### config.mk
export PLATFORM = sky130hd
export DESIGN_NAME = fwd_state_filter
export DESIGN_NICKNAME = d
export VERILOG_FILES = /design/src/rtl/fwd_filter_pkg.sv /design/src/rtl/fwd_state_bank.sv /design/src/rtl/fwd_rx_judge.sv /design/src/rtl/fwd_tx_gate.sv /design/src/rtl/fwd_state_filter.sv
export SDC_FILE = /design/constraint.sdc
export NUM_CORES = 1
export LEC_CHECK = 0
export BUFFER_PORTS_ARGS = -buffer_cell sky130_fd_sc_hd__buf_2
export CORE_MARGIN = 3
export CORE_UTILIZATION = 25
export DETAILED_ROUTE_END_ITERATION = 10
export HOLD_SLACK_MARGIN = 0.03
export PLACE_DENSITY = 0.57
export SYNTH_ARGS = -nofsm -noshare
export SYNTH_HDL_FRONTEND = slang
export SYNTH_SLANG_ARGS = --single-unit
### constraint.sdc
create_clock -name clk -period 7.2 [get_ports clk]
set_input_delay 1.44 -clock clk [delete_from_list [all_inputs] [get_ports clk]]
set_output_delay 1.44 -clock clk [all_outputs]
set_load 0.01 [all_outputs]
### src/rtl/fwd_filter_pkg.sv
package fwd_filter_pkg;

   typedef enum logic [1:0] {
      PS_DISABLED   = 2'b00,
      PS_BLOCKED    = 2'b01,
      PS_LEARNING   = 2'b10,
      PS_FORWARDING = 2'b11
   } port_state_e;

   typedef enum logic [1:0] {
      MR_ANY     = 2'b00,
      MR_BLK_UP  = 2'b01,
      MR_LRN_UP  = 2'b10,
      MR_FWD     = 2'b11
   } mc_req_e;

   // Multicast receive-port check: the required level is a minimum state.
   function automatic logic mc_allows(port_state_e st, mc_req_e rq);
      if (st == PS_DISABLED) return 1'b0;
      if (rq == MR_ANY)      return 1'b1;
      return (logic'(st >= port_state_e'(rq)));
   endfunction

endpackage

### src/rtl/fwd_state_bank.sv
module fwd_state_bank
   import fwd_filter_pkg::*;
#(
   parameter int NUM_PORTS = 8,
   parameter int PORT_W    = 3
) (
   input  logic                   clk,
   input  logic                   rst,
   input  logic                   wr_en,
   input  logic [PORT_W-1:0]      wr_port,
   input  logic [1:0]             wr_state,
   output logic [2*NUM_PORTS-1:0] states_flat,
   output logic [NUM_PORTS-1:0]   fwd_vec
);

   for (genvar p = 0; p < NUM_PORTS; p++) begin : g_port
      port_state_e st_q;

      always_ff @(posedge clk) begin
         if (rst)
            st_q <= PS_DISABLED;
         else if (wr_en && (wr_port == PORT_W'(p)))
            st_q <= port_state_e'(wr_state);
      end

      assign states_flat[2*p +: 2] = st_q;
      assign fwd_vec[p]            = (st_q == PS_FORWARDING);
   end

endmodule

### src/rtl/fwd_rx_judge.sv
module fwd_rx_judge
   import fwd_filter_pkg::*;
#(
   parameter int NUM_PORTS = 8,
   parameter int PORT_W    = 3
) (
   input  logic [2*NUM_PORTS-1:0] states_flat,
   input  logic [NUM_PORTS-1:0]   pass_err_en,
   input  logic [PORT_W-1:0]      rx_port,
   input  logic                   is_mc,
   input  logic                   blk,
   input  logic                   sec,
   input  logic [1:0]             mc_req,
   input  logic                   err,
   input  logic                   abort,
   output logic                   rx_off,
   output logic                   rx_pass,
   output logic                   learn_ok,
   output logic                   err_bypass
);

   logic        in_range;
   port_state_e rx_st;
   logic        rx_pe;
   logic        errored;
   logic        uc_ok;
   logic        mc_ok;

   // Range guard only needed when the port count leaves unused encodings.
   if ((1 << PORT_W) == NUM_PORTS) begin : g_full
      assign in_range = 1'b1;
   end else begin : g_sparse
      assign in_range = (rx_port < PORT_W'(NUM_PORTS));
   end

   always_comb begin
      rx_st = PS_DISABLED;
      rx_pe = 1'b0;
      for (int p = 0; p < NUM_PORTS; p++) begin
         if (in_range && (rx_port == PORT_W'(p))) begin
            rx_st = port_state_e'(states_flat[2*p +: 2]);
            rx_pe = pass_err_en[p];
         end
      end
   end

   assign errored    = err | abort;
   assign rx_off     = (rx_st == PS_DISABLED);
   assign uc_ok      = (blk & sec) | (rx_st == PS_FORWARDING);
   assign mc_ok      = mc_allows(rx_st, mc_req_e'(mc_req));
   assign rx_pass    = !rx_off && !errored && (is_mc ? mc_ok : uc_ok);
   assign learn_ok   = !rx_off && !errored &&
                       ((rx_st == PS_LEARNING) || (rx_st == PS_FORWARDING));
   assign err_bypass = !rx_off && err && !abort && rx_pe;

endmodule

### src/rtl/fwd_tx_gate.sv
module fwd_tx_gate #(
   parameter int NUM_PORTS = 8,
   parameter int HOST_PORT = 0
) (
   input  logic [NUM_PORTS-1:0] cand,
   input  logic [NUM_PORTS-1:0] fwd_vec,
   input  logic                 rx_pass,
   input  logic                 err_bypass,
   output logic [NUM_PORTS-1:0] mask,
   output logic                 empty
);

   for (genvar p = 0; p < NUM_PORTS; p++) begin : g_tx
      if (p == HOST_PORT) begin : g_host
         assign mask[p] = err_bypass | (rx_pass & cand[p] & fwd_vec[p]);
      end else begin : g_net
         assign mask[p] = !err_bypass & rx_pass & cand[p] & fwd_vec[p];
      end
   end

   assign empty = ~|mask;

endmodule

### src/rtl/fwd_state_filter.sv
module fwd_state_filter #(
   parameter int NUM_PORTS = 8,
   parameter int HOST_PORT = 0,
   parameter int DA_W      = 48,
   localparam int PORT_W   = (NUM_PORTS > 1) ? $clog2(NUM_PORTS) : 1,
   localparam int MC_BIT   = DA_W - 8
) (
   input  logic                   clk,
   input  logic                   rst,
   input  logic                   cfg_we,
   input  logic [PORT_W-1:0]      cfg_port,
   input  logic [1:0]             cfg_state,
   output logic [2*NUM_PORTS-1:0] port_states,
   input  logic [NUM_PORTS-1:0]   pass_err_en,
   input  logic                   in_valid,
   input  logic [PORT_W-1:0]      in_rx_port,
   input  logic [DA_W-1:0]        in_dst_mac,
   input  logic [NUM_PORTS-1:0]   in_cand_mask,
   input  logic                   in_block,
   input  logic                   in_secure,
   input  logic [1:0]             in_mc_req,
   input  logic                   in_err,
   input  logic                   in_abort,
   output logic                   out_valid,
   output logic [NUM_PORTS-1:0]   out_mask,
   output logic                   out_learn,
   output logic                   out_drop,
   output logic                   out_bypass
);

   if (NUM_PORTS < 2) begin : g_bad_ports
      $error("NUM_PORTS must be at least 2");
   end
   if (HOST_PORT < 0 || HOST_PORT >= NUM_PORTS) begin : g_bad_host
      $error("HOST_PORT must name an existing port");
   end
   if (DA_W < 8 || (DA_W % 8) != 0) begin : g_bad_da
      $error("DA_W must be a whole number of octets");
   end

   logic [NUM_PORTS-1:0] fwd_vec;
   logic                 rx_off;
   logic                 rx_pass;
   logic                 learn_ok;
   logic                 err_bypass;
   logic [NUM_PORTS-1:0] mask_c;
   logic                 empty_c;

   fwd_state_bank #(.NUM_PORTS(NUM_PORTS), .PORT_W(PORT_W)) u_bank (
      .clk        (clk),
      .rst        (rst),
      .wr_en      (cfg_we),
      .wr_port    (cfg_port),
      .wr_state   (cfg_state),
      .states_flat(port_states),
      .fwd_vec    (fwd_vec)
   );

   fwd_rx_judge #(.NUM_PORTS(NUM_PORTS), .PORT_W(PORT_W)) u_judge (
      .states_flat(port_states),
      .pass_err_en(pass_err_en),
      .rx_port    (in_rx_port),
      .is_mc      (in_dst_mac[MC_BIT]),
      .blk        (in_block),
      .sec        (in_secure),
      .mc_req     (in_mc_req),
      .err        (in_err),
      .abort      (in_abort),
      .rx_off     (rx_off),
      .rx_pass    (rx_pass),
      .learn_ok   (learn_ok),
      .err_bypass (err_bypass)
   );

   fwd_tx_gate #(.NUM_PORTS(NUM_PORTS), .HOST_PORT(HOST_PORT)) u_gate (
      .cand      (in_cand_mask),
      .fwd_vec   (fwd_vec),
      .rx_pass   (rx_pass),
      .err_bypass(err_bypass),
      .mask      (mask_c),
      .empty     (empty_c)
   );

   always_ff @(posedge clk) begin
      if (rst) begin
         out_valid  <= 1'b0;
         out_mask   <= '0;
         out_learn  <= 1'b0;
         out_drop   <= 1'b0;
         out_bypass <= 1'b0;
      end else begin
         out_valid  <= in_valid;
         out_mask   <= in_valid ? mask_c : '0;
         out_learn  <= in_valid & learn_ok;
         out_drop   <= in_valid & (empty_c | rx_off);
         out_bypass <= in_valid & err_bypass;
      end
   end

endmodule

==> report_table.html, run 1 <==
<table>
<tr><th>Metric</th><th>Value</th></tr>
<tr><th colspan="2">Outcome</th></tr>
<tr><td>Status</td><td>complete, no violations</td></tr>
<tr><th colspan="2">Yosys</th></tr>
<tr><td>Post-Syn Area per Cell</td><td>9.48 µm²</td></tr>
<tr><td>Count of distinct cell types in the synthesized netlist</td><td>39</td></tr>
<tr><td>Synthesized instance count</td><td>151</td></tr>
<tr><td>Total nets after synthesis</td><td>235</td></tr>
<tr><td>Largest cells by area after synthesis</td><td>sky130_fd_sc_hd__dfxtp_1 (39%), sky130_fd_sc_hd__mux2i_1 (14%), sky130_fd_sc_hd__nor2_1 (5.2%)</td></tr>
<tr><td>Synth warn</td><td>0</td></tr>
<tr><td>Sequential share of the synthesized area</td><td>0.392</td></tr>
<tr><td>Synthesis-stage register bit count</td><td>28</td></tr>
<tr><td>Post-Synthesis Cell Area</td><td>1430 µm²</td></tr>
<tr><td>Post-synthesis cell type with the largest combined area</td><td>sky130_fd_sc_hd__dfxtp_1</td></tr>
<tr><td>Synth top area share</td><td>0.392</td></tr>
<tr><th colspan="2">Power</th></tr>
<tr><td>Gate power share</td><td>0.143</td></tr>
<tr><td>Leakage dissipation</td><td>0.858 nW</td></tr>
<tr><td>Final Total Pwr</td><td>298 µW</td></tr>
<tr><td>Sequential fraction of design power</td><td>0.537</td></tr>
<tr><td>Clk pwr share</td><td>0.320</td></tr>
<tr><td>Switching fraction of total power</td><td>0.242</td></tr>
<tr><td>Worst ir drop on vdd</td><td>0.0595 mV</td></tr>
<tr><td>Pwr Density</td><td>164 nW/µm²</td></tr>
<tr><td>Net switching power figure</td><td>72.1 µW</td></tr>
<tr><td>Cell Int Power</td><td>226 µW</td></tr>
<tr><th colspan="2">Critical path</th></tr>
<tr><td>Slowest stage cell, crit path</td><td>sky130_fd_sc_hd__mux4_2</td></tr>
<tr><td>Stage delay of the slowest cell on the critical path</td><td>0.57 ns</td></tr>
<tr><td>Cell chain of the critical path</td><td>buf_2 -&gt; mux4_2 -&gt; o22ai_2 -&gt; inv_1 -&gt; ha_1 -&gt; o21ai_0 -&gt; a211o_1 -&gt; or3_1 -&gt; nor2_2</td></tr>
<tr><td>Setup Crit Path Kind</td><td>primary input to flip-flop</td></tr>
<tr><td>Timing startpoint of the critical path</td><td>in_rx_port[0]</td></tr>
<tr><td>CP delay by family, top</td><td>compound AO/OA/AOI/OAI gates</td></tr>
<tr><td>Critical path launch point type</td><td>primary input</td></tr>
<tr><td>Startpoint of the worst-slack reg-to-reg timing path</td><td>u_bank.g_port[7].st_q[1]</td></tr>
<tr><td>CP bufs+invs</td><td>2</td></tr>
<tr><td>Signal arrival time at the worst endpoint</td><td>4.01 ns</td></tr>
<tr><td>Critical path data required time</td><td>7.41 ns</td></tr>
<tr><td>Biggest fanout along the worst timing path</td><td>14</td></tr>
<tr><td>Crit path capture type</td><td>flip-flop</td></tr>
<tr><th colspan="2">Global route</th></tr>
<tr><td>Met2 Use GR</td><td>0.196</td></tr>
<tr><td>Most Used Layer, Global Route</td><td>met2</td></tr>
<tr><td>Routing usage on met3</td><td>0.0274</td></tr>
<tr><td>Vias in the first global route</td><td>1236</td></tr>
<tr><td>Final global-route overflow total</td><td>0</td></tr>
<tr><td>Overall Global Routing Usage</td><td>0.116</td></tr>
<tr><td>First-pass GRT wire length</td><td>5900 µm</td></tr>
<tr><td>Maximum number of pins on one net before global-route repair</td><td>18</td></tr>
<tr><td>Met1 usage</td><td>0.145</td></tr>
<tr><td>Antenna violations before repair</td><td>0</td></tr>
<tr><th colspan="2">Timing</th></tr>
<tr><td>Final hold violation count</td><td>0</td></tr>
<tr><td>Top achievable clock speed</td><td>0.263 GHz</td></tr>
<tr><td>Pins over their slew limit</td><td>0</td></tr>
<tr><td>Final period utilization</td><td>0.528</td></tr>
<tr><td>Worst Tran Pin Value</td><td>0.409 ns</td></tr>
<tr><td>Setup repair after global routing missed its margin</td><td>false</td></tr>
<tr><td>Maximum clock skew at final layout</td><td>0.00770 ns</td></tr>
<tr><td>Period minus WS final</td><td>3.80 ns</td></tr>
<tr><td>Setup-violating endpoint count in the final report</td><td>0</td></tr>
<tr><td>Hold slack final</td><td>0.550 ns</td></tr>
<tr><td>Setup TNS</td><td>0 ns</td></tr>
<tr><td>Max-slew headroom</td><td>0.725</td></tr>
<tr><td>Setup ws final</td><td>3.40 ns</td></tr>
<tr><th colspan="2">Die</th></tr>
<tr><td>Core region area</td><td>5340 µm²</td></tr>
<tr><td>Die ar.</td><td>6670 µm²</td></tr>
<tr><td>Top-Level Pins</td><td>110</td></tr>
<tr><td>Starting density of the core</td><td>0.268</td></tr>
<tr><td>Horizontal die dimension</td><td>81.7 µm</td></tr>
<tr><td>Row cnt</td><td>26</td></tr>
<tr><td>Die span in y</td><td>81.7 µm</td></tr>
<tr><th colspan="2">Clock network</th></tr>
<tr><td>Hold buffers post-CTS</td><td>0</td></tr>
<tr><td>Buffers from clock root to sink, at most</td><td>2</td></tr>
<tr><td>CTS clk-pin slew, worst paths</td><td>0.09 ns</td></tr>
<tr><td>Clk_lat worst skew</td><td>0.27 ns</td></tr>
<tr><td>Number of gates resized after cts</td><td>0</td></tr>
<tr><td>TritonCTS Buffers</td><td>3</td></tr>
<tr><td>Buffer type at the clock tree root</td><td>sky130_fd_sc_hd__clkbuf_8</td></tr>
<tr><td>H-tree levels</td><td>1</td></tr>
<tr><td>Count of clock tree sinks</td><td>28</td></tr>
<tr><td>Number of buffers added for setup after CTS</td><td>0</td></tr>
<tr><td>Clock tree from TritonCTS</td><td>yes</td></tr>
<tr><th colspan="2">Routing</th></tr>
<tr><td>Number of routed nets with antenna violations</td><td>0</td></tr>
<tr><td>Number of vias per cell after detailed routing</td><td>4.55</td></tr>
<tr><td>Via count</td><td>1264</td></tr>
<tr><td>Initial drt markers</td><td>37</td></tr>
<tr><td>WL final</td><td>3770 µm</td></tr>
<tr><td>Post-DR wirelength/cell</td><td>13.5 µm</td></tr>
<tr><td>Drt first pass iters</td><td>4</td></tr>
<tr><td>DRC violation count after routing</td><td>0</td></tr>
<tr><th colspan="2">Placement</th></tr>
<tr><td>Detailed-placement wirelength estimate</td><td>3010 µm</td></tr>
<tr><td>Final Wtd Congestion</td><td>0.774</td></tr>
<tr><td>Port Buffer Count</td><td>62</td></tr>
<tr><td>Post-place setup slack</td><td>3.10 ns</td></tr>
<tr><th colspan="2">Finish</th></tr>
<tr><td>Growth of design area from synthesis to finish</td><td>26.9%</td></tr>
<tr><td>Fin nets</td><td>293</td></tr>
<tr><td>ANT cells</td><td>0</td></tr>
<tr><td>Layout Utilization</td><td>0.341</td></tr>
<tr><td>Share of cells above drive strength 1</td><td>0.385</td></tr>
<tr><td>Fillers</td><td>587</td></tr>
<tr><th colspan="2">Min path</th></tr>
<tr><td>Hold/Removal Path Class</td><td>flip-flop to flip-flop</td></tr>
<tr><td>Hold Path Origin</td><td>u_bank.g_port[3].st_q[0]</td></tr>
<tr><th colspan="2">Run</th></tr>
<tr><td>Number of max-capacitance violations reported</td><td>0</td></tr>
</table>
## path summary, 6_finish.rpt
kind                                     to  slack, ns  cells after the start
worst max register to register  out_mask[4]       4.57                      8
worst min-delay path            out_mask[3]       0.55                      2
worst max-delay path            out_mask[4]       3.40                      9
worst min register to register  out_mask[3]       0.55                      2
## metrics by stage
step,area (µm²),instances
after floorplan,1430,151
after CTS,1820,278
after detailed placement,1760,274
after global placement,1760,274
after global routing,1820,278
final,1820,278
## metal layers
metal | vias up | share of wire
met4 | 0 | 0.012
met2 | 34 | 0.47
met3 | 5 | 0.060
met1 | 574 | 0.46
li1 | 651 | -
met5 | - | 0
## flip-flops by register name, summed over array words and instances (netlist names)
name                flops
out_drop                1
out_mask                8
out_learn               1
u_bank.g_port.st_q     16
out_bypass              1
out_valid               1
## cells in the final DEF, fill, tap and decap left out, drive strengths merged
master,Yosys,routed
a21o,1,1
nand2b,4,4
o211a,1,1
and2,1,1
a22o,1,1
o211ai,1,1
a22oi,1,1
a211oi,2,2
clkbuf,5,4
nor3,4,4
maj3,1,1
inv,7,7
nor2,27,27
buf,4,62
mux2i,20,20
mux4,2,2
nor4,2,2
ha,2,2
a21oi,4,4
o32ai,1,1
o21ai,2,2
nand4,2,2
nor2b,1,1
o31ai,1,1
o21bai,1,1
nand4b,3,3
nand3b,1,1
nand2,2,2
nand3,10,10
a211o,3,3
or3,1,1
o22ai,1,1
nor3b,4,4
dfxtp,28,28
## cells in the mapped netlist
| cell | number |
|---|---|
| sky130_fd_sc_hd__dfxtp_1 | 28 |
| sky130_fd_sc_hd__mux2i_1 | 20 |
| sky130_fd_sc_hd__nor2_1 | 20 |
| sky130_fd_sc_hd__nand3_1 | 10 |
| sky130_fd_sc_hd__inv_1 | 7 |
| sky130_fd_sc_hd__nor2_2 | 7 |
| sky130_fd_sc_hd__a21oi_1 | 4 |
| sky130_fd_sc_hd__clkbuf_1 | 4 |
| sky130_fd_sc_hd__nand2b_1 | 4 |
| sky130_fd_sc_hd__nor3_1 | 4 |
| sky130_fd_sc_hd__nor3b_1 | 4 |
| sky130_fd_sc_hd__a211o_1 | 3 |
| sky130_fd_sc_hd__nand4b_1 | 3 |
| sky130_fd_sc_hd__buf_6 | 2 |
| sky130_fd_sc_hd__ha_1 | 2 |
| sky130_fd_sc_hd__mux4_2 | 2 |
| sky130_fd_sc_hd__nand2_1 | 2 |
| sky130_fd_sc_hd__nand4_1 | 2 |
| sky130_fd_sc_hd__nor4_1 | 2 |
| sky130_fd_sc_hd__o21ai_0 | 2 |
| sky130_fd_sc_hd__a211oi_1 | 1 |
| sky130_fd_sc_hd__a211oi_2 | 1 |
| sky130_fd_sc_hd__a21o_1 | 1 |
| sky130_fd_sc_hd__a22o_1 | 1 |
| sky130_fd_sc_hd__a22oi_1 | 1 |
| sky130_fd_sc_hd__and2_1 | 1 |
| sky130_fd_sc_hd__buf_4 | 1 |
| sky130_fd_sc_hd__buf_8 | 1 |
| sky130_fd_sc_hd__clkbuf_4 | 1 |
| sky130_fd_sc_hd__maj3_2 | 1 |
| sky130_fd_sc_hd__nand3b_1 | 1 |
| sky130_fd_sc_hd__nor2b_1 | 1 |
| sky130_fd_sc_hd__o211a_1 | 1 |
| sky130_fd_sc_hd__o211ai_1 | 1 |
| sky130_fd_sc_hd__o21bai_1 | 1 |
| sky130_fd_sc_hd__o22ai_2 | 1 |
| sky130_fd_sc_hd__o31ai_2 | 1 |
| sky130_fd_sc_hd__o32ai_2 | 1 |
| sky130_fd_sc_hd__or3_1 | 1 |
## worst register-to-register path: stages (launching register included)
cell and delay, ns:
sky130_fd_sc_hd__dfxtp_1 0.36, sky130_fd_sc_hd__mux4_2 0.50, sky130_fd_sc_hd__o22ai_2 0.29, sky130_fd_sc_hd__inv_1 0.08, sky130_fd_sc_hd__ha_1 0.27, sky130_fd_sc_hd__o21ai_0 0.08, sky130_fd_sc_hd__a211o_1 0.33, sky130_fd_sc_hd__or3_1 0.52
sky130_fd_sc_hd__nor2_2 0.15
## area by class of cell
| cell class | instances | area (µm²) | share of cell area |
|---|---|---|---|
| clock buffers | 4 | 55.1 | 0.0303 |
| multi-input cells | 107 | 777 | 0.428 |
| well taps | 70 | 87.6 | 0.0482 |
| flip-flops and latches | 28 | 561 | 0.309 |
| repair buffers | 62 | 310 | 0.171 |
| inverters | 7 | 26.3 | 0.0145 |
## power groups by stage
stage	clock, mW	combinational (mW)	sequential [mW]
2_1_floorplan	0	0.0260	0.164
3_3_place_gp	0	0.0424	0.164
3_5_place_dp	0	0.0430	0.164
4_1_cts	0.0996	0.0431	0.160
5_1_grt	0.105	0.0478	0.161
6_report	0.0954	0.0428	0.160
## logic make-up after synthesis
group           synth area share
compound gates             0.116
fa+ha+maj                 0.0253
buf+inv                   0.0656
flops                      0.392
mux                        0.171
simple gates               0.230
Power figures use the tool's default switching activity.
==> run 2: changes to the inputs <==
- PLACE_DENSITY: 0.57 -> 0.59
- clock period: 7.2 -> 3.4 ns (I/O delays scaled with it)
==> run 2 against run 1 <==
Against the previous run: sequential share of layout area is essentially flat; cell area is essentially flat; utilization is essentially flat; power grew 100%; clock power grew 83%; global-route usage grew 0.066 points; hold slack lost 0.0092 ns; final cell count grew 0.36%; first-iteration DRC count grew 8.1%.
==> report_table.html, run 2 (synthesized netlist as in run 1, its figures left out) <==
<table>
<tr><th>Metric</th><th>Value</th></tr>
<tr><th colspan="2">Outcome</th></tr>
<tr><td>Status</td><td>complete, no violations</td></tr>
<tr><th colspan="2">Global route</th></tr>
<tr><td>Vias in the first global route</td><td>1253</td></tr>
<tr><td>First-pass GRT wire length</td><td>6080 µm</td></tr>
<tr><td>Routing usage on met3</td><td>0.0252</td></tr>
<tr><td>Met1 usage</td><td>0.152</td></tr>
<tr><td>Final global-route overflow total</td><td>0</td></tr>
<tr><td>Maximum number of pins on one net before global-route repair</td><td>18</td></tr>
<tr><td>Most Used Layer, Global Route</td><td>met2</td></tr>
<tr><td>Overall Global Routing Usage</td><td>0.116</td></tr>
<tr><td>Antenna violations before repair</td><td>0</td></tr>
<tr><td>Met2 Use GR</td><td>0.193</td></tr>
<tr><th colspan="2">Power</th></tr>
<tr><td>Pwr Density</td><td>334 nW/µm²</td></tr>
<tr><td>Gate power share</td><td>0.153</td></tr>
<tr><td>Worst ir drop on vdd</td><td>0.137 mV</td></tr>
<tr><td>Leakage dissipation</td><td>0.860 nW</td></tr>
<tr><td>Cell Int Power</td><td>457 µW</td></tr>
<tr><td>Net switching power figure</td><td>151 µW</td></tr>
<tr><td>Switching fraction of total power</td><td>0.248</td></tr>
<tr><td>Final Total Pwr</td><td>607 µW</td></tr>
<tr><td>Sequential fraction of design power</td><td>0.558</td></tr>
<tr><td>Clk pwr share</td><td>0.289</td></tr>
<tr><th colspan="2">Routing</th></tr>
<tr><td>Post-DR wirelength/cell</td><td>13.6 µm</td></tr>
<tr><td>Via count</td><td>1308</td></tr>
<tr><td>WL final</td><td>3780 µm</td></tr>
<tr><td>Initial drt markers</td><td>40</td></tr>
<tr><td>Number of routed nets with antenna violations</td><td>0</td></tr>
<tr><td>Drt first pass iters</td><td>4</td></tr>
<tr><td>Number of vias per cell after detailed routing</td><td>4.69</td></tr>
<tr><td>DRC violation count after routing</td><td>0</td></tr>
<tr><th colspan="2">Critical path</th></tr>
<tr><td>CP delay by family, top</td><td>compound AO/OA/AOI/OAI gates</td></tr>
<tr><td>Critical path data required time</td><td>3.62 ns</td></tr>
<tr><td>Biggest fanout along the worst timing path</td><td>12</td></tr>
<tr><td>Crit path capture type</td><td>flip-flop</td></tr>
<tr><td>Slowest stage cell, crit path</td><td>sky130_fd_sc_hd__or3_1</td></tr>
<tr><td>Cell chain of the critical path</td><td>buf_2 -&gt; buf_4 -&gt; mux2i_1 -&gt; o32ai_2 -&gt; o31ai_2 -&gt; ha_1 -&gt; o21ai_0 -&gt; a211o_1 -&gt; or3_1 -&gt; nor2_2</td></tr>
<tr><td>Signal arrival time at the worst endpoint</td><td>2.94 ns</td></tr>
<tr><td>Critical path launch point type</td><td>primary input</td></tr>
<tr><td>Stage delay of the slowest cell on the critical path</td><td>0.52 ns</td></tr>
<tr><td>Setup Crit Path Kind</td><td>primary input to flip-flop</td></tr>
<tr><td>CP bufs+invs</td><td>2</td></tr>
<tr><th colspan="2">Finish</th></tr>
<tr><td>Fillers</td><td>596</td></tr>
<tr><td>Top library cells by usage in the layout, fill and taps aside</td><td>sky130_fd_sc_hd__buf_2 (62), sky130_fd_sc_hd__dfxtp_1 (28), sky130_fd_sc_hd__mux2i_1 (20), sky130_fd_sc_hd__nor2_1 (20), sky130_fd_sc_hd__nand3_1 (10)</td></tr>
<tr><td>ANT cells</td><td>0</td></tr>
<tr><td>Share of cells above drive strength 1</td><td>0.388</td></tr>
<tr><td>Footprint of the flip-flops and latches</td><td>561 µm²</td></tr>
<tr><td>Growth of design area from synthesis to finish</td><td>27.0%</td></tr>
<tr><td>Footprint of the multi-input gates</td><td>777 µm²</td></tr>
<tr><td>Max FFs per register</td><td>16</td></tr>
<tr><td>Most common cell after layout, fill and taps aside</td><td>sky130_fd_sc_hd__buf_2</td></tr>
<tr><td>Fin nets</td><td>295</td></tr>
<tr><td>Registers with the most flip-flops</td><td>u_bank.g_port.st_q: 16 flops, out_mask: 8 flops</td></tr>
<tr><td>Most flops, register</td><td>u_bank.g_port.st_q</td></tr>
<tr><td>Final standard cell area without fillers</td><td>1820 µm²</td></tr>
<tr><th colspan="2">Clock network</th></tr>
<tr><td>Count of clock tree sinks</td><td>28</td></tr>
<tr><td>Buffers from clock root to sink, at most</td><td>2</td></tr>
<tr><td>Number of gates resized after cts</td><td>0</td></tr>
<tr><td>Number of buffers added for setup after CTS</td><td>0</td></tr>
<tr><td>Clk_lat worst skew</td><td>0.27 ns</td></tr>
<tr><td>Buffer type at the clock tree root</td><td>sky130_fd_sc_hd__clkbuf_8</td></tr>
<tr><td>Hold buffers post-CTS</td><td>0</td></tr>
<tr><td>CTS clk-pin slew, worst paths</td><td>0.09 ns</td></tr>
<tr><td>Clock tree from TritonCTS</td><td>yes</td></tr>
<tr><td>H-tree levels</td><td>1</td></tr>
<tr><td>TritonCTS Buffers</td><td>3</td></tr>
<tr><th colspan="2">Min path</th></tr>
<tr><td>Hold/Removal Path Class</td><td>flip-flop to flip-flop</td></tr>
<tr><th colspan="2">Timing</th></tr>
<tr><td>Hold slack final</td><td>0.540 ns</td></tr>
<tr><td>Max-slew headroom</td><td>0.724</td></tr>
<tr><td>Pins over their slew limit</td><td>0</td></tr>
<tr><td>Setup TNS</td><td>0 ns</td></tr>
<tr><td>Period minus WS final</td><td>2.73 ns</td></tr>
<tr><td>Setup-violating endpoint count in the final report</td><td>0</td></tr>
<tr><td>Maximum clock skew at final layout</td><td>0.00643 ns</td></tr>
<tr><td>Final period utilization</td><td>0.802</td></tr>
<tr><td>Worst Tran Pin Value</td><td>0.411 ns</td></tr>
<tr><td>Top achievable clock speed</td><td>0.367 GHz</td></tr>
<tr><td>Setup repair after global routing missed its margin</td><td>false</td></tr>
<tr><td>Final hold violation count</td><td>0</td></tr>
<tr><th colspan="2">Die</th></tr>
<tr><td>Top-Level Pins</td><td>110</td></tr>
<tr><td>Row cnt</td><td>26</td></tr>
<tr><td>Die ar.</td><td>6670 µm²</td></tr>
<tr><td>Starting density of the core</td><td>0.268</td></tr>
<tr><td>Core region area</td><td>5340 µm²</td></tr>
<tr><td>Die span in y</td><td>81.7 µm</td></tr>
<tr><td>Horizontal die dimension</td><td>81.7 µm</td></tr>
<tr><th colspan="2">Placement</th></tr>
<tr><td>Placement-stage cell area</td><td>1780 µm²</td></tr>
<tr><td>Detailed-placement wirelength estimate</td><td>3080 µm</td></tr>
<tr><td>Port Buffer Count</td><td>62</td></tr>
<tr><td>Final Wtd Congestion</td><td>0.737</td></tr>
<tr><th colspan="2">Run</th></tr>
<tr><td>Number of max-capacitance violations reported</td><td>0</td></tr>
</table>
run 2: changes by cell type in the layout (fill, tap and decap cells not counted):
cell,previous run,this run
sky130_fd_sc_hd__buf_4,0,2
sky130_fd_sc_hd__clkbuf_8,4,3
run 2: worst paths after layout:
check / depth (start not counted) / from / endpoint / slack (ns)
max: 10 / in_rx_port[0] / out_mask[5] / 0.67
min: 2 / u_bank.g_port[3].st_q[0] / out_mask[3] / 0.54
max reg2reg: 8 / u_bank.g_port[7].st_q[1] / out_mask[5] / 0.91
min reg2reg: 2 / u_bank.g_port[3].st_q[0] / out_mask[3] / 0.54
run 2: power by group through the flow:
stage          Combinational, mW  Sequential, mW  Clock [mW]
2_1_floorplan             0.0550           0.348           0
3_3_place_gp              0.0921           0.346           0
3_5_place_dp              0.0939           0.346           0
4_1_cts                   0.0941           0.339       0.182
5_1_grt                    0.104           0.340       0.196
6_report                  0.0930           0.339       0.175
run 2: routing by layer:
layer / vias up / share of wire
met3: 6 / 0.057
met5: - / 0
met4: 0 / 0.012
met1: 616 / 0.44
met2: 31 / 0.49
li1: 655 / -
run 2: worst min-delay path, delay by kind of cell (launching register included):
| kind | cells | cell delay [ns] |
|---|---|---|
| DFF | 1 | 0.35 |
| and+or+nand+nor | 2 | 0.16 |
run 2: metrics by stage:
| stage | util | setup WS [ns] | std cells |
|---|---|---|---|
| after floorplan | - | 0.540 | 151 |
| after global routing | 0.341 | 0.474 | 279 |
| after global placement | 0.333 | 0.377 | 276 |
| final | 0.341 | 0.672 | 279 |
| after CTS | 0.341 | 0.630 | 279 |
| after detailed placement | 0.333 | 0.345 | 276 |
run 2: layout make-up:
type	count	share of cell area
Tap cell	70	0.0482
Inverter	7	0.0145
Multi-Input combinational cell	107	0.427
Sequential cell	28	0.308
Clock buffer	3	0.0227
Timing Repair Buffer	64	0.179
==> run 3: changes to the inputs <==
- ABC_AREA: default -> 1
- PLACE_DENSITY: 0.59 -> 0.58
- clock period: 3.4 -> 2.2 ns (I/O delays scaled with it)
==> run 3 against run 2 <==
Against the previous run: utilization rose by 8.5 points; via count rose by 33%; highest routed layer unchanged; largest cell class unchanged; global-route usage rose by 0.93 points; non-clock buffer count rose by 33; power rose by 92%; count of clock-buffer cells in the layout did not move; sequential share of layout area fell by 7.7 points; synthesized cell count rose by 52%; hold slack got worse by 0.11 ns; combinational power rose by 150%; final cell count rose by 42%; routed wire length rose by 27%.
==> report_table.html, run 3 <==
<table>
<tr><th>Metric</th><th>Value</th></tr>
<tr><th colspan="2">Critical path</th></tr>
<tr><td>Crit path capture type</td><td>flip-flop</td></tr>
<tr><td>Signal arrival time at the worst endpoint</td><td>2.38 ns</td></tr>
<tr><td>Slowest stage cell, crit path</td><td>sky130_fd_sc_hd__ha_1</td></tr>
<tr><td>Biggest fanout along the worst timing path</td><td>7</td></tr>
<tr><td>Number of cells traversed by the worst register-to-register path</td><td>16</td></tr>
<tr><td>Reg-to-Reg End</td><td>out_drop</td></tr>
<tr><td>CP delay by family, top</td><td>simple AND/OR/NAND/NOR gates</td></tr>
<tr><td>Startpoint of the worst-slack reg-to-reg timing path</td><td>u_bank.g_port[2].st_q[0]</td></tr>
<tr><td>Critical path launch point type</td><td>primary input</td></tr>
<tr><td>CP bufs+invs</td><td>4</td></tr>
<tr><td>Critical path data required time</td><td>2.41 ns</td></tr>
<tr><td>Worst reg2reg setup slack</td><td>0.06 ns</td></tr>
<tr><td>Stage delay of the slowest cell on the critical path</td><td>0.28 ns</td></tr>
<tr><td>Setup Crit Path Kind</td><td>primary input to flip-flop</td></tr>
<tr><td>Most common cell type on the critical path</td><td>sky130_fd_sc_hd__nor2_2</td></tr>
<tr><td>Cell chain of the critical path</td><td>buf_8 -&gt; inv_12 -&gt; buf_4 -&gt; nor3_2 -&gt; nand2_1 -&gt; nand4_1 -&gt; nor2_2 -&gt; ha_1 -&gt; o21ai_2 -&gt; nand3b_1 -&gt; nor2_2 -&gt; nor2_2 -&gt; buf_4 -&gt; nand2_4 -&gt; nor2_4 -&gt; o41ai_1 -&gt; nand3_1 -&gt; nor2_1</td></tr>
<tr><th colspan="2">Finish</th></tr>
<tr><td>Most common cell after layout, fill and taps aside</td><td>sky130_fd_sc_hd__buf_2</td></tr>
<tr><td>Share of cells above drive strength 1</td><td>0.428</td></tr>
<tr><td>Top library cells by usage in the layout, fill and taps aside</td><td>sky130_fd_sc_hd__buf_2 (59), sky130_fd_sc_hd__nor2_1 (50), sky130_fd_sc_hd__inv_1 (35)</td></tr>
<tr><td>Footprint of the flip-flops and latches</td><td>563 µm²</td></tr>
<tr><td>Max FFs per register</td><td>16</td></tr>
<tr><td>Registers with the most flip-flops</td><td>u_bank.g_port.st_q: 16 flops, out_mask: 8 flops</td></tr>
<tr><td>Growth of design area from synthesis to finish</td><td>59.3%</td></tr>
<tr><td>ANT cells</td><td>0</td></tr>
<tr><td>Fillers</td><td>576</td></tr>
<tr><td>Footprint of the multi-input gates</td><td>893 µm²</td></tr>
<tr><td>Most flops, register</td><td>u_bank.g_port.st_q</td></tr>
<tr><td>Fin nets</td><td>410</td></tr>
<tr><th colspan="2">Min path</th></tr>
<tr><td>Hold/Removal Path Class</td><td>primary input to flip-flop</td></tr>
<tr><td>Hold Path Origin</td><td>in_abort</td></tr>
<tr><td>Cell count of the worst hold path</td><td>4</td></tr>
<tr><td>Destination of the worst hold path</td><td>out_learn</td></tr>
<tr><th colspan="2">Timing</th></tr>
<tr><td>Setup TNS</td><td>0 ns</td></tr>
<tr><td>Period minus WS final</td><td>2.17 ns</td></tr>
<tr><td>Maximum clock skew at final layout</td><td>0.00484 ns</td></tr>
<tr><td>Final period utilization</td><td>0.984</td></tr>
<tr><td>Setup repair after global routing missed its margin</td><td>true</td></tr>
<tr><td>Hold slack final</td><td>0.431 ns</td></tr>
<tr><td>Top achievable clock speed</td><td>0.462 GHz</td></tr>
<tr><td>Setup ws final</td><td>0.0343 ns</td></tr>
<tr><td>Setup-violating endpoint count in the final report</td><td>0</td></tr>
<tr><td>Worst Tran Pin Value</td><td>0.330 ns</td></tr>
<tr><td>Max-slew headroom</td><td>0.779</td></tr>
<tr><td>Pins over their slew limit</td><td>0</td></tr>
<tr><td>Final hold violation count</td><td>0</td></tr>
<tr><th colspan="2">Routing</th></tr>
<tr><td>Drt first pass iters</td><td>4</td></tr>
<tr><td>WL final</td><td>4790 µm</td></tr>
<tr><td>Number of vias per cell after detailed routing</td><td>4.39</td></tr>
<tr><td>Post-DR wirelength/cell</td><td>12.1 µm</td></tr>
<tr><td>Initial drt markers</td><td>93</td></tr>
<tr><td>Number of routed nets with antenna violations</td><td>0</td></tr>
<tr><td>Via count</td><td>1741</td></tr>
<tr><td>DRC violation count after routing</td><td>0</td></tr>
<tr><th colspan="2">Yosys</th></tr>
<tr><td>Top post-synthesis cells by count</td><td>sky130_fd_sc_hd__nor2_1 (55), sky130_fd_sc_hd__inv_1 (36), sky130_fd_sc_hd__dfxtp_1 (28)</td></tr>
<tr><td>Synth top area share</td><td>0.367</td></tr>
<tr><td>Share of synthesized flip-flops with an asynchronous set or reset</td><td>0</td></tr>
<tr><td>Synth warn</td><td>0</td></tr>
<tr><td>Post-synthesis cell type with the largest combined area</td><td>sky130_fd_sc_hd__dfxtp_1</td></tr>
<tr><td>EDFF count, synth</td><td>0</td></tr>
<tr><td>Sequential share of the synthesized area</td><td>0.367</td></tr>
<tr><td>Post-Syn Area per Cell</td><td>6.67 µm²</td></tr>
<tr><td>Synthesis-stage register bit count</td><td>28</td></tr>
<tr><td>Largest cells by area after synthesis</td><td>sky130_fd_sc_hd__dfxtp_1 (37%), sky130_fd_sc_hd__nor2_1 (14%), sky130_fd_sc_hd__inv_1 (8.9%)</td></tr>
<tr><td>Total nets after synthesis</td><td>313</td></tr>
<tr><td>Post-Synthesis Cell Area</td><td>1530 µm²</td></tr>
<tr><td>Count leader, synth</td><td>sky130_fd_sc_hd__nor2_1</td></tr>
<tr><td>Count of distinct cell types in the synthesized netlist</td><td>27</td></tr>
<tr><td>Synthesized instance count</td><td>229</td></tr>
<tr><td>Predominant post-synthesis flop cell</td><td>sky130_fd_sc_hd__dfxtp_1</td></tr>
<tr><th colspan="2">Power</th></tr>
<tr><td>Pwr Density</td><td>479 nW/µm²</td></tr>
<tr><td>Sequential fraction of design power</td><td>0.455</td></tr>
<tr><td>Worst ir drop on vdd</td><td>0.283 mV</td></tr>
<tr><td>Final Total Pwr</td><td>1.17 mW</td></tr>
<tr><td>Clk pwr share</td><td>0.348</td></tr>
<tr><td>Gate power share</td><td>0.197</td></tr>
<tr><td>Leakage dissipation</td><td>1.26 nW</td></tr>
<tr><td>Switching fraction of total power</td><td>0.252</td></tr>
<tr><td>Cell Int Power</td><td>871 µW</td></tr>
<tr><td>Net switching power figure</td><td>294 µW</td></tr>
<tr><th colspan="2">Clock network</th></tr>
<tr><td>Clk_lat worst skew</td><td>0.27 ns</td></tr>
<tr><td>Count of clock tree sinks</td><td>28</td></tr>
<tr><td>CTS clk-pin slew, worst paths</td><td>0.09 ns</td></tr>
<tr><td>Buffers from clock root to sink, at most</td><td>2</td></tr>
<tr><td>TritonCTS Buffers</td><td>3</td></tr>
<tr><td>H-tree levels</td><td>1</td></tr>
<tr><td>Buffer type at the clock tree root</td><td>sky130_fd_sc_hd__clkbuf_8</td></tr>
<tr><td>Clock tree from TritonCTS</td><td>yes</td></tr>
<tr><th colspan="2">Global route</th></tr>
<tr><td>Overall Global Routing Usage</td><td>0.126</td></tr>
<tr><td>First-pass GRT wire length</td><td>7280 µm</td></tr>
<tr><td>Maximum number of pins on one net before global-route repair</td><td>18</td></tr>
<tr><td>Vias in the first global route</td><td>1542</td></tr>
<tr><td>Final global-route overflow total</td><td>0</td></tr>
<tr><td>Antenna violations before repair</td><td>0</td></tr>
<tr><th colspan="2">Placement</th></tr>
<tr><td>Port Buffer Count</td><td>62</td></tr>
<tr><td>Post-place setup slack</td><td>-0.377 ns</td></tr>
<tr><td>Final Wtd Congestion</td><td>0.791</td></tr>
<tr><td>Detailed-placement wirelength estimate</td><td>3610 µm</td></tr>
<tr><th colspan="2">Die</th></tr>
<tr><td>Die ar.</td><td>7080 µm²</td></tr>
<tr><td>Starting density of the core</td><td>0.267</td></tr>
<tr><td>Die span in y</td><td>84.1 µm</td></tr>
<tr><td>Core region area</td><td>5710 µm²</td></tr>
<tr><td>Top-Level Pins</td><td>110</td></tr>
<tr><td>Horizontal die dimension</td><td>84.1 µm</td></tr>
<tr><td>Row cnt</td><td>27</td></tr>
<tr><th colspan="2">Run</th></tr>
<tr><td>Number of max-capacitance violations reported</td><td>0</td></tr>
<tr><th colspan="2">Outcome</th></tr>
<tr><td>Status</td><td>complete, no violations</td></tr>
</table>
-- run 3: power by group through the flow --
stage                     Combinational [mW]  Sequential, mW  Clock (mW)
after floorplan                       0.0969           0.545           0
after global placement                 0.185           0.541           0
after detailed placement               0.187           0.541           0
after CTS                              0.194           0.529       0.413
final                                  0.230           0.530       0.405
after global routing                   0.256           0.532       0.434
-- run 3: kinds of logic (layout without fill, tap and decap cells) --
logic type,after synthesis,count (layout),synth area share
AND/OR/NAND/NOR,124,124,0.397
buffers and inverters,45,141,0.118
AO/OA/AOI/OAI,30,30,0.102
flip-flops,28,28,0.367
adder cells (fa/ha/maj),2,2,0.0164
-- run 3: what timing repair did --
action	4_1_cts	5_1_grt
setup buffers	7	7
pin swaps	13	25
hold buffers	0	0
resized for setup	4	38
setup endpoints to repair	2	8
-- run 3: metal layers --
| layer | track usage | up-vias | share of wire |
|---|---|---|---|
| met1 | 0.173 | 764 | 0.45 |
| met3 | 0.0353 | 2 | 0.067 |
| met4 | 0.0234 | 0 | 0.0017 |
| li1 | - | 921 | - |
| met2 | 0.198 | 54 | 0.48 |
| met5 | 0 | - | 0 |
-- run 3: worst max-delay path by stage --
stage                   from  endpoint  cells after the start  slack (ns)
6_report       in_rx_port[2]  out_drop                     18        0.03
4_1_cts        in_rx_port[1]  out_drop                     19       0.002
3_3_place_gp   in_rx_port[1]  out_drop                     18       -0.37
2_1_floorplan  in_rx_port[2]  out_drop                     20      -0.008
3_5_place_dp   in_rx_port[1]  out_drop                     18       -0.38
5_1_grt        in_rx_port[0]  out_drop                     19       -0.16
-- run 3: layout make-up --
type	instances	area share
Clock buffer	3	0.0170
Timing Repair Buffer	97	0.265
Sequential cell	28	0.231
Clock inverter	1	0.0123
Inverter	40	0.0700
Multi-Input combinational cell	156	0.367
Tap cell	72	0.0370
-- run 3: tightest hold or removal path: stages --
cell and delay [ns]:
sky130_fd_sc_hd__buf_2 0.08, sky130_fd_sc_hd__nor2_1 0.04, sky130_fd_sc_hd__nand3_1 0.07, sky130_fd_sc_hd__inv_1 0.03
-- run 3: through the flow --
stage | area [µm²] | std cells | util
2_1_floorplan | 1590 | 229 | -
3_3_place_gp | 2100 | 380 | 0.369
3_5_place_dp | 2100 | 380 | 0.369
4_1_cts | 2240 | 391 | 0.393
5_1_grt | 2430 | 397 | 0.426
6_report | 2430 | 397 | 0.426
